### src/rtl/pwp_pkg.sv
package pwp_pkg;
   typedef enum logic {
      SEQ_IDLE = 1'b0,
      SEQ_BUSY = 1'b1
   } seq_state_t;

   localparam int unsigned BYTE_W = 8;
endpackage

### src/rtl/pwp_addr_ptr.sv
module pwp_addr_ptr #(
   parameter int unsigned AW = 8,
   parameter int unsigned OW = 4
) (
   input  logic          clk,
   input  logic          rst_n,
   input  logic          load,
   input  logic [AW-1:0] load_addr,
   input  logic          wr_step,
   input  logic          rd_step,
   output logic [AW-1:0] ptr
);
   logic [AW-1:0] wr_next;

   if (OW > AW) begin : g_bad_ow
      $error("pwp_addr_ptr: offset wider than pointer");
   end

   if (OW == AW) begin : g_flat
      // page spans the whole array: offset step is the full step
      always_comb wr_next = ptr + 1'b1;
   end else begin : g_split
      always_comb wr_next = {ptr[AW-1:OW], ptr[OW-1:0] + 1'b1};

      AST_PAGE_HIGH_FIXED: assert property (@(posedge clk) disable iff (!rst_n)
         (wr_step && !load) |=> $stable(ptr[AW-1:OW]));
   end

   always_ff @(posedge clk) begin
      if (!rst_n) begin
         ptr <= '0;
      end else if (load) begin
         ptr <= load_addr;
      end else if (wr_step) begin
         ptr <= wr_next;
      end else if (rd_step) begin
         ptr <= ptr + 1'b1;
      end
   end
endmodule

### src/rtl/pwp_page_buf.sv
module pwp_page_buf #(
   parameter int unsigned PAGE_BYTES = 16,
   parameter int unsigned OW         = 4
) (
   input  logic          clk,
   input  logic          rst_n,
   input  logic          clr,
   input  logic          wr_en,
   input  logic [OW-1:0] wr_off,
   input  logic [7:0]    wr_data,
   input  logic [OW-1:0] sel_off,
   output logic [7:0]    sel_data,
   output logic          sel_valid,
   output logic          any_valid
);
   logic [7:0]            data_arr [PAGE_BYTES];
   logic [PAGE_BYTES-1:0] vld_vec;

   if ((1 << OW) != PAGE_BYTES) begin : g_bad_page
      $error("pwp_page_buf: PAGE_BYTES must equal 2**OW");
   end

   for (genvar i = 0; i < PAGE_BYTES; i++) begin : g_byte
      logic [7:0] d_q;
      logic       v_q;
      logic       hit;

      assign hit = wr_en && (wr_off == OW'(i));

      always_ff @(posedge clk) begin
         if (!rst_n) begin
            v_q <= 1'b0;
            d_q <= '0;
         end else begin
            if (clr) begin
               v_q <= 1'b0;
            end else if (hit) begin
               v_q <= 1'b1;
            end
            if (hit && !clr) begin
               d_q <= wr_data;
            end
         end
      end

      assign data_arr[i] = d_q;
      assign vld_vec[i]  = v_q;
   end

   assign sel_data  = data_arr[sel_off];
   assign sel_valid = vld_vec[sel_off];
   assign any_valid = |vld_vec;

   AST_CLR_EMPTIES: assert property (@(posedge clk) disable iff (!rst_n)
      clr |=> !any_valid);
endmodule

### src/rtl/pwp_commit_seq.sv
module pwp_commit_seq
   import pwp_pkg::*;
#(
   parameter int unsigned WRITE_CYCLES = 1000,
   parameter int unsigned PAGE_BYTES   = 16,
   parameter int unsigned OW           = 4
) (
   input  logic          clk,
   input  logic          rst_n,
   input  logic          stop_evt,
   input  logic          wp,
   input  logic          any_valid,
   output logic          busy,
   output logic          issue,
   output logic [OW-1:0] issue_off,
   output logic          buf_clr
);
   localparam int unsigned CW = $clog2(WRITE_CYCLES + 1);

   seq_state_t    state_q;
   logic [CW-1:0] cnt_q;
   logic          last;
   logic          start;

   if (WRITE_CYCLES < PAGE_BYTES) begin : g_bad_wc
      $error("pwp_commit_seq: WRITE_CYCLES must cover one cycle per page byte");
   end

   assign busy      = (state_q == SEQ_BUSY);
   assign last      = busy && (cnt_q == CW'(WRITE_CYCLES - 1));
   assign start     = !busy && stop_evt && any_valid && !wp;
   assign issue     = busy && (cnt_q < CW'(PAGE_BYTES));
   assign issue_off = cnt_q[OW-1:0];
   // protected or empty STOP drops the page; a finished cycle clears it
   assign buf_clr   = (!busy && stop_evt && !start) || last;

   always_ff @(posedge clk) begin
      if (!rst_n) begin
         state_q <= SEQ_IDLE;
         cnt_q   <= '0;
      end else begin
         case (state_q)
            SEQ_IDLE: begin
               cnt_q <= '0;
               if (start) begin
                  state_q <= SEQ_BUSY;
               end
            end
            SEQ_BUSY: begin
               cnt_q <= cnt_q + 1'b1;
               if (last) begin
                  state_q <= SEQ_IDLE;
               end
            end
            default: state_q <= SEQ_IDLE;
         endcase
      end
   end

   AST_BUSY_HELD: assert property (@(posedge clk) disable iff (!rst_n)
      (busy && !last) |=> busy);
   AST_BUSY_FROM_STOP: assert property (@(posedge clk) disable iff (!rst_n)
      $rose(busy) |-> $past(stop_evt));
endmodule

### src/rtl/page_write_pointer.sv
module page_write_pointer #(
   parameter int unsigned ARRAY_BYTES  = 256,
   parameter int unsigned PAGE_BYTES   = 16,
   parameter int unsigned WRITE_CYCLES = 1000,
   localparam int unsigned AW = $clog2(ARRAY_BYTES)
) (
   input  logic          clk,
   input  logic          rst_n,
   input  logic          wp_en,
   input  logic          addr_load,
   input  logic [AW-1:0] addr_load_val,
   input  logic          wr_vld,
   input  logic [7:0]    wr_data,
   input  logic          stop_evt,
   input  logic          rd_req,
   output logic          rd_vld,
   output logic [7:0]    rd_data,
   output logic          busy,
   output logic          mem_wr_en,
   output logic          mem_rd_en,
   output logic [AW-1:0] mem_addr,
   output logic [7:0]    mem_wdata,
   input  logic [7:0]    mem_rdata
);
   localparam int unsigned OW = $clog2(PAGE_BYTES);

   if ((1 << AW) != ARRAY_BYTES) begin : g_bad_array
      $error("page_write_pointer: ARRAY_BYTES must be a power of two");
   end
   if ((1 << OW) != PAGE_BYTES || PAGE_BYTES < 2) begin : g_bad_page
      $error("page_write_pointer: PAGE_BYTES must be a power of two, at least 2");
   end
   if (PAGE_BYTES > ARRAY_BYTES) begin : g_bad_ratio
      $error("page_write_pointer: page larger than array");
   end

   logic          idle;
   logic          load_g;
   logic          wr_g;
   logic          rd_g;
   logic          stop_g;
   logic [AW-1:0] ptr;
   logic          any_valid;
   logic          sel_valid;
   logic [7:0]    sel_data;
   logic          issue;
   logic [OW-1:0] issue_off;
   logic          seq_clr;
   logic [AW-1:0] commit_addr;
   logic          rd_vld_q;

   assign idle   = !busy;
   assign load_g = addr_load && idle;
   assign wr_g   = wr_vld && idle && !addr_load;
   assign rd_g   = rd_req && idle && !addr_load && !wr_vld;
   assign stop_g = stop_evt && idle;

   pwp_addr_ptr #(
      .AW (AW),
      .OW (OW)
   ) ptr_i (
      .clk       (clk),
      .rst_n     (rst_n),
      .load      (load_g),
      .load_addr (addr_load_val),
      .wr_step   (wr_g),
      .rd_step   (rd_g),
      .ptr       (ptr)
   );

   pwp_page_buf #(
      .PAGE_BYTES (PAGE_BYTES),
      .OW         (OW)
   ) buf_i (
      .clk       (clk),
      .rst_n     (rst_n),
      .clr       (seq_clr || load_g),
      .wr_en     (wr_g),
      .wr_off    (ptr[OW-1:0]),
      .wr_data   (wr_data),
      .sel_off   (issue_off),
      .sel_data  (sel_data),
      .sel_valid (sel_valid),
      .any_valid (any_valid)
   );

   pwp_commit_seq #(
      .WRITE_CYCLES (WRITE_CYCLES),
      .PAGE_BYTES   (PAGE_BYTES),
      .OW           (OW)
   ) seq_i (
      .clk       (clk),
      .rst_n     (rst_n),
      .stop_evt  (stop_g),
      .wp        (wp_en),
      .any_valid (any_valid),
      .busy      (busy),
      .issue     (issue),
      .issue_off (issue_off),
      .buf_clr   (seq_clr)
   );

   if (OW == AW) begin : g_flat_addr
      assign commit_addr = issue_off;
   end else begin : g_paged_addr
      // pointer upper bits are frozen while busy, so they name the page
      assign commit_addr = {ptr[AW-1:OW], issue_off};
   end

   assign mem_wr_en = issue && sel_valid;
   assign mem_wdata = sel_data;
   assign mem_rd_en = rd_g;
   assign mem_addr  = busy ? commit_addr : ptr;

   always_ff @(posedge clk) begin
      if (!rst_n) begin
         rd_vld_q <= 1'b0;
      end else begin
         rd_vld_q <= rd_g;
      end
   end

   assign rd_vld  = rd_vld_q;
   assign rd_data = mem_rdata;

   AST_WR_ONLY_BUSY: assert property (@(posedge clk) disable iff (!rst_n)
      mem_wr_en |-> busy);
   AST_NO_RD_WHILE_BUSY: assert property (@(posedge clk) disable iff (!rst_n)
      mem_rd_en |-> !busy);
   AST_RD_ANSWERED: assert property (@(posedge clk) disable iff (!rst_n)
      mem_rd_en |=> rd_vld);
   AST_WP_HOLDS_OFF: assert property (@(posedge clk) disable iff (!rst_n)
      (stop_evt && wp_en && !busy) |=> !busy);
endmodule

### config.mk
export PLATFORM = sky130hd
export DESIGN_NAME = page_write_pointer
export DESIGN_NICKNAME = d
export VERILOG_FILES = /design/src/rtl/pwp_pkg.sv /design/src/rtl/pwp_addr_ptr.sv /design/src/rtl/pwp_page_buf.sv /design/src/rtl/pwp_commit_seq.sv /design/src/rtl/page_write_pointer.sv
export SDC_FILE = /design/constraint.sdc
export NUM_CORES = 1
export LEC_CHECK = 0
export BUFFER_PORTS_ARGS = -buffer_cell sky130_fd_sc_hd__buf_2
export CAP_MARGIN = 20
export CORE_MARGIN = 2
export CORE_UTILIZATION = 25
export DETAILED_ROUTE_END_ITERATION = 10
export REMOVE_ABC_BUFFERS = 1
export SLEW_MARGIN = 5
export SYNTH_ARGS = -nofsm -noshare
export SYNTH_HDL_FRONTEND = slang
export SYNTH_SLANG_ARGS = --single-unit
### constraint.sdc
create_clock -name clk -period 2.1 [get_ports clk]
set_input_delay 0.105 -clock clk [delete_from_list [all_inputs] [get_ports clk]]
set_output_delay 0.105 -clock clk [all_outputs]
set_load 0.005 [all_outputs]
==> results of run 1 <==
[worst paths after layout]
| kind | startpoint | end | slack (ns) | cells past startpoint |
|---|---|---|---|---|
| setup / recovery | seq_i.cnt_q[0] | mem_wr_en | -0.28 | 5 |
| hold / removal | wp_en | seq_i.busy | 0.03 | 3 |
| setup reg to reg | buf_i.g_byte[8].v_q | buf_i.g_byte[5].d_q[4] | 0.06 | 4 |
| hold reg to reg | buf_i.g_byte[11].d_q[6] | buf_i.g_byte[11].d_q[6] | 0.46 | 2 |
[report_power, final]
| part | switching, mW | internal (mW) |
|---|---|---|
| clock network | 1.41 | 1.82 |
| logic | 0.266 | 0.159 |
| registers | 0.0240 | 3.13 |
[metrics by stage]
stage	utilization, %	total power, mW	setup slack [ns]	instance area (um2)
after floorplan	-	3.430	-0.9348	7476
after global placement	27.71	3.631	0.05153	8499
after detailed placement	27.71	3.633	0.04372	8499
after CTS	30.18	6.865	-0.3225	9256
after global routing	30.27	7.057	-0.3234	9283
final	30.28	6.819	-0.2788	9285
[placed cells by master, fill, tap and decap left out, drive strengths merged, types with 3 or more instances in the layout]
master and count:
nand4 4, mux2i 128, dfxtp 164, nand3 7, a21oi 30, nor4 5
dlygate4sd3 6, and2 9, o211ai 4, nor2b 4, inv 13, clkbuf 19
a211oi 13, buf 80, xor2 5, nor3 20, nor2 14, ha 5
and3 6, o21ai 8, nand2 154, mux4 45, nor3b 3, xnor2 5
[state kept, by name (all words and copies together) (netlist names)]
name and count:
seq_i.busy 1, buf_i.g_byte.d_q 128, rd_vld 1, buf_i.g_byte.v_q 16
seq_i.cnt_q 10, ptr_i.ptr 8
[Yosys cell counts (all sizes together) (3+ instances only)]
| library cell | count | area [um2] |
|---|---|---|
| nand3 | 7 | 35.03 |
| nand2 | 154 | 615.6 |
| nor3 | 20 | 100.1 |
| nor4 | 5 | 31.28 |
| nor3b | 3 | 22.52 |
| clkbuf | 28 | 106.4 |
| mux4 | 45 | 1085 |
| o21ai | 8 | 40.04 |
| xor2 | 5 | 43.79 |
| inv | 4 | 15.01 |
| mux2i | 128 | 1281 |
| nand4 | 4 | 25.02 |
| xnor2 | 5 | 43.79 |
| ha | 5 | 62.56 |
| a211oi | 13 | 247.7 |
| nor2 | 14 | 52.55 |
| o211ai | 3 | 27.52 |
| buf | 27 | 235.2 |
| nor2b | 4 | 25.02 |
| and3 | 6 | 37.54 |
| dfxtp | 164 | 3283 |
| a21oi | 30 | 176.4 |
| and2 | 9 | 56.30 |
[final cells by class]
type / count / share of cell area, %
clock inverter: 13 / 1.738
timing repair buffer: 88 / 7.897
antenna: 1 / 0.02695
clock buffer: 18 / 4.730
inverter: 4 / 0.1617
sequential: 164 / 35.44
tap: 396 / 5.336
multi-input combinational: 488 / 44.67
[metal layers]
layer  routed length [um]  vias up  share of wire [%]  global-route usage, %
met4                  252        0                1.2                  3.516
met1                 9793     2744                 48                  17.56
li1                     -     2633                  -                      -
met5                    0        -                  0                      0
met2                 9260      154                 45                  19.00
met3                 1241       25                6.0                  3.427
[timing repair]
action,in CTS,in global routing
cloned,3,2
endpoints found under the hold margin,6,0
gates resized for setup,17,14
hold buffers,6,0
endpoints found under the setup margin,9,27
setup buffers,3,1
pin swaps,1,2
[worst register-to-register path: cells and delay by family, from the launching register on]
kind            cells  cell delay (ns)
simple gates        2             0.39
compound gates      1             0.91
flops               1             0.38
mux                 1             0.27
[logic make-up after synthesis]
logic type                 share of synthesized area, %
muxes                                             30.55
xor gates and xnor gates                          1.120
and+or+nand+nor                                   14.16
buffers and inverters                             4.561
adders and majority gates                        0.8003
DFF                                               42.00
AOI/OAI and AO/OA                                 6.802
==> flow_summary.yaml, run 1 <==
cells_and_area:
  drive_gt1_share_pct: 25.42
  syn2layout_area_growth_pct: 18.77
  seq_area_um2: 3291
  fin_cells: 1172
  nets: 799
  n_fill_cell: 3135
  multi_input_area_um2: 4148
synthesis:
  netlist_area_um2: 7817
  ys_ff_latch: 164
  syn_avg_cell_area_um2: 11.01
  synth-edff-count: 0
  synth-seq-area-share_pct: 42.00
  synth_cells: 710
  ys_types: 53
  synth_async_sr_flop_share_pct: 0
  ys_warn_count: 0
  synth-main-ff-cell: "dfxtp_1"
route:
  vias_per_cell: 4.741
  vias: 5556
  ant_nets: 0
  wirelength_um: 20550
  drc_errors: 0
  dr.first_iter.drc_count: 369
  first_pass_iters: 5
  wl_per_cell_um: 17.53
pwr:
  p_leak_nw: 3.032
  irDropWorstVdd_mv: 0.6100
  p_per_area_nw_per_um2: 734.4
sta:
  tightestPinTransition_ns: 0.9888
  slew_headroom_pct: 33.87
  setup_violations: 9
  finalClockSkew_ns: 0.01359
  min_period_over_period_pct: 113.3
  max_freq_mhz: 420.4
  rsz0062_at_grt: "yes"
  hold_viol: 0
  final_max_slew_viol_count: 0
  worst_slack_ns: -0.2788
  fin_crit_ns: 2.379
  holdWs_ns: 0.02995
  tns_ns: -2.053
worst_setup_path:
  path_delay_family: "multiplexers"
  slowest_stage: "mux4_2"
  worst_setup_path_end_kind: "primary output"
  crit_required_ns: 2.00
  crit_chain: "buf_6 -> mux4_2 -> mux4_2 -> and3_4 -> buf_6"
  cp_num_buf_inv: 2
  cp_max_fo: 6
  critPathKind: "reg -> out"
  critPathMaxStageDelay_ns: 0.49
  worstPathArrival_ns: 2.27
  worstSetupStartpointType: "register"
floorplanning:
  start_util_pct: 25.49
  core_area_um2: 30670
  rows: 64
  chipWidth_um: 180.8
  die_h_um: 180.8
  io_pins: 59
  dieArea_um2: 32700
flow_run:
  cap_violations: 0
place:
  place_inst: 1126
  portBuffers: 42
  dp_hpwl_um: 12480
  gp_congestion: 0.7972
clock_network:
  numCtsBuffers: 17
  ctsLongestPathBuffers: 2
  clk_latency_ns: 0.44
  htree_levels: 4
  root_buffer: "clkbuf_16"
  clk_pin_slew_ns: 0.07
  tritoncts: "built"
  clock_sinks: 164
outcome:
  status: "finished, violations left"
  violations: "setup timing"
global_route:
  grt_pass1_vias: 5527
  overflow: 0
  grt_max_degree: 25
  antenna_found_initial: 1
  grt_pass1_wl_um: 31970
  grt_usage_pct: 12.58
hold_path:
  hold_class: "in -> reg"
Note: power is estimated with default switching activity, not from simulation.
==> run 2, diff against run 1 <==
ABC_AREA = 1   (was not set)
clock period = 2.7 ns   (was 2.1 ns; I/O delays follow)
==> flow_summary.yaml, run 2 <==
synthesis:
  synth_cells: 1477
  synth-edff-count: 0
  synth_async_sr_flop_share_pct: 0
  synth-seq-area-share_pct: 34.77
  synth-main-ff-cell: "dfxtp_1"
  ys_warn_count: 0
  synth_area_leaders: "dfxtp_1, nand2_1, inv_1"
  synth_commonest_cells: "nand2_1, inv_1, nor2_1"
  netlist_area_um2: 9443
  syn_avg_cell_area_um2: 6.393
  yosysTopAreaCell: "dfxtp_1"
  ys_types: 37
  synth.most_common_cell: "nand2_1"
  synth_top_area_share_pct: 34.77
  ys_ff_latch: 164
pwr:
  switching_share_pct: 24.85
  power_frac_clock_pct: 46.9
  switchingPower_mw: 1.365
  p_leak_nw: 4.578
  comb_power_share_pct: 8.4
  pwr-share-seq_pct: 44.7
  p_int_mw: 4.129
  total_power_mw: 5.494
  irDropWorstVdd_mv: 0.3153
  p_per_area_nw_per_um2: 517.5
route:
  drc_errors: 0
  vias_per_cell: 4.473
  dr.first_iter.drc_count: 646
  wl_per_cell_um: 13.48
  vias: 8910
  first_pass_iters: 5
  ant_nets: 0
  wirelength_um: 26860
worst_setup_path:
  crit_chain: "nand4_1 -> nor4_1 -> nand3_1 -> nor2_1 -> buf_2"
  worstPathArrival_ns: 2.33
  cp_max_fo: 11
  worst_setup_path_end_kind: "primary output"
  path_delay_family: "simple AND/OR/NAND/NOR gates"
  worstSetupStartpointType: "register"
  critPathKind: "reg -> out"
  crit_required_ns: 2.57
  cp_num_buf_inv: 1
  slowest_stage: "dfxtp_1"
  critPathMaxStageDelay_ns: 0.59
sta:
  rsz0062_at_grt: "no"
  final_max_slew_viol_count: 0
  max_freq_mhz: 406.2
  hold_viol: 0
  holdWs_ns: 0.01496
  fin_crit_ns: 2.462
  tightestPinTransition_ns: 0.9150
  min_period_over_period_pct: 91.19
  finalClockSkew_ns: 0.009173
  slew_headroom_pct: 38.93
  setup_violations: 0
cells_and_area:
  syn2layout_area_growth_pct: 12.44
  multi_input_area_um2: 4528
  seq_area_um2: 3284
  antenna_cells: 0
  nets: 1505
  top_regs: "buf_i.g_byte.d_q x128, buf_i.g_byte.v_q x16, seq_i.cnt_q x10"
  layout_common_cells: "nand2_1, inv_1, nor2_1"
  drive_gt1_share_pct: 8.913
  final_core_util_pct: 28.39
  n_fill_cell: 4151
  top_register: "buf_i.g_byte.d_q"
  final_common_cell: "nand2_1"
  largest_reg_flops: 128
place:
  gp_congestion: 0.8222
  dp_hpwl_um: 17090
  portBuffers: 42
floorplanning:
  die_h_um: 198.4
  io_pins: 59
  dieArea_um2: 39340
  core_area_um2: 37400
  start_util_pct: 25.25
  rows: 71
  chipWidth_um: 198.4
clock_network:
  clk_pin_slew_ns: 0.06
  tritoncts: "built"
  root_buffer: "clkbuf_16"
  numCtsBuffers: 17
  htree_levels: 4
  ctsLongestPathBuffers: 2
  clock_sinks: 164
  cts_setup_buffers: 0
  cts_resized: 0
  clk_latency_ns: 0.43
flow_run:
  cap_violations: 0
global_route:
  grt_pass1_vias: 8208
  grt_pass1_wl_um: 44000
  grt_usage_pct: 14.00
  overflow: 0
  antenna_found_initial: 1
  grt_max_degree: 80
hold_path:
  hold_class: "in -> reg"
outcome:
  status: "complete, no violations"
[run 2: metal layers]
layer / global-route usage, % / up-vias / part of all wire [%] / routed length, um
li1: - / 4619 / - / -
met1: 19.20 / 3988 / 48 / 12760
met2: 22.20 / 260 / 45 / 12060
met3: 1.840 / 43 / 4.9 / 1320
met4: 5.542 / 0 / 2.7 / 718
met5: 0 / - / 0 / 0
[run 2: tightest hold or removal path: cells and delay by family]
kind                   cells  cell delay [ns]
AO/OA/AOI/OAI              1             0.11
AND/OR/NAND/NOR            1             0.09
buffers and inverters      1             0.08
[run 2: final timing paths]
kind                                       endpoint  slack (ns)  depth (start not counted)              from
worst max register to register  buf_i.g_byte[9].v_q        0.63                          7        seq_i.busy
worst min register to register       seq_i.cnt_q[0]        0.49                          1    seq_i.cnt_q[0]
worst min-delay path                   ptr_i.ptr[4]        0.01                          3  addr_load_val[4]
worst max-delay path                      mem_wr_en        0.24                          5        seq_i.busy
[run 2: cell type report]
type | count | area share (%)
clock inverter | 11 | 1.497
multi-input combinational | 930 | 42.65
tap | 511 | 6.022
clock buffer | 20 | 4.207
sequential | 164 | 30.93
inverter | 293 | 10.41
timing repair buffer | 63 | 4.289
[run 2: logic make-up after synthesis]
logic type,count (synthesis),share of synthesized area (%)
flip-flops,164,34.77
adder cells (fa/ha/maj),5,0.6625
AO/OA/AOI/OAI,177,9.712
AND/OR/NAND/NOR,745,37.30
buffers and inverters,383,17.28
XOR/XNOR,3,0.2783
[run 2: repair_timing]
item | in CTS | in global routing
hold buffers | 4 | 0
endpoints found under the setup margin | 0 | 0
endpoints found under the hold margin | 4 | 0
[run 2: power by group through the flow]
stage / registers (mW) / logic (mW) / clock network (mW)
finish: 2.46 / 0.460 / 2.58
floorplan: 2.51 / 0.260 / 0
global placement: 2.51 / 0.448 / 0
CTS: 2.46 / 0.458 / 2.61
detailed placement: 2.51 / 0.453 / 0
global route: 2.46 / 0.505 / 2.70
[run 2: through the flow]
step           area (um2)  instances  setup WS [ns]  setup TNS [ns]
5_1_grt             10620       1992         0.1284               0
3_5_place_dp         9972       1957         0.6442               0
3_3_place_gp         9972       1957         0.7099               0
4_1_cts             10620       1992         0.2732               0
6_report            10620       1992         0.2380               0
2_1_floorplan        8916       1387        -0.9798          -82.80
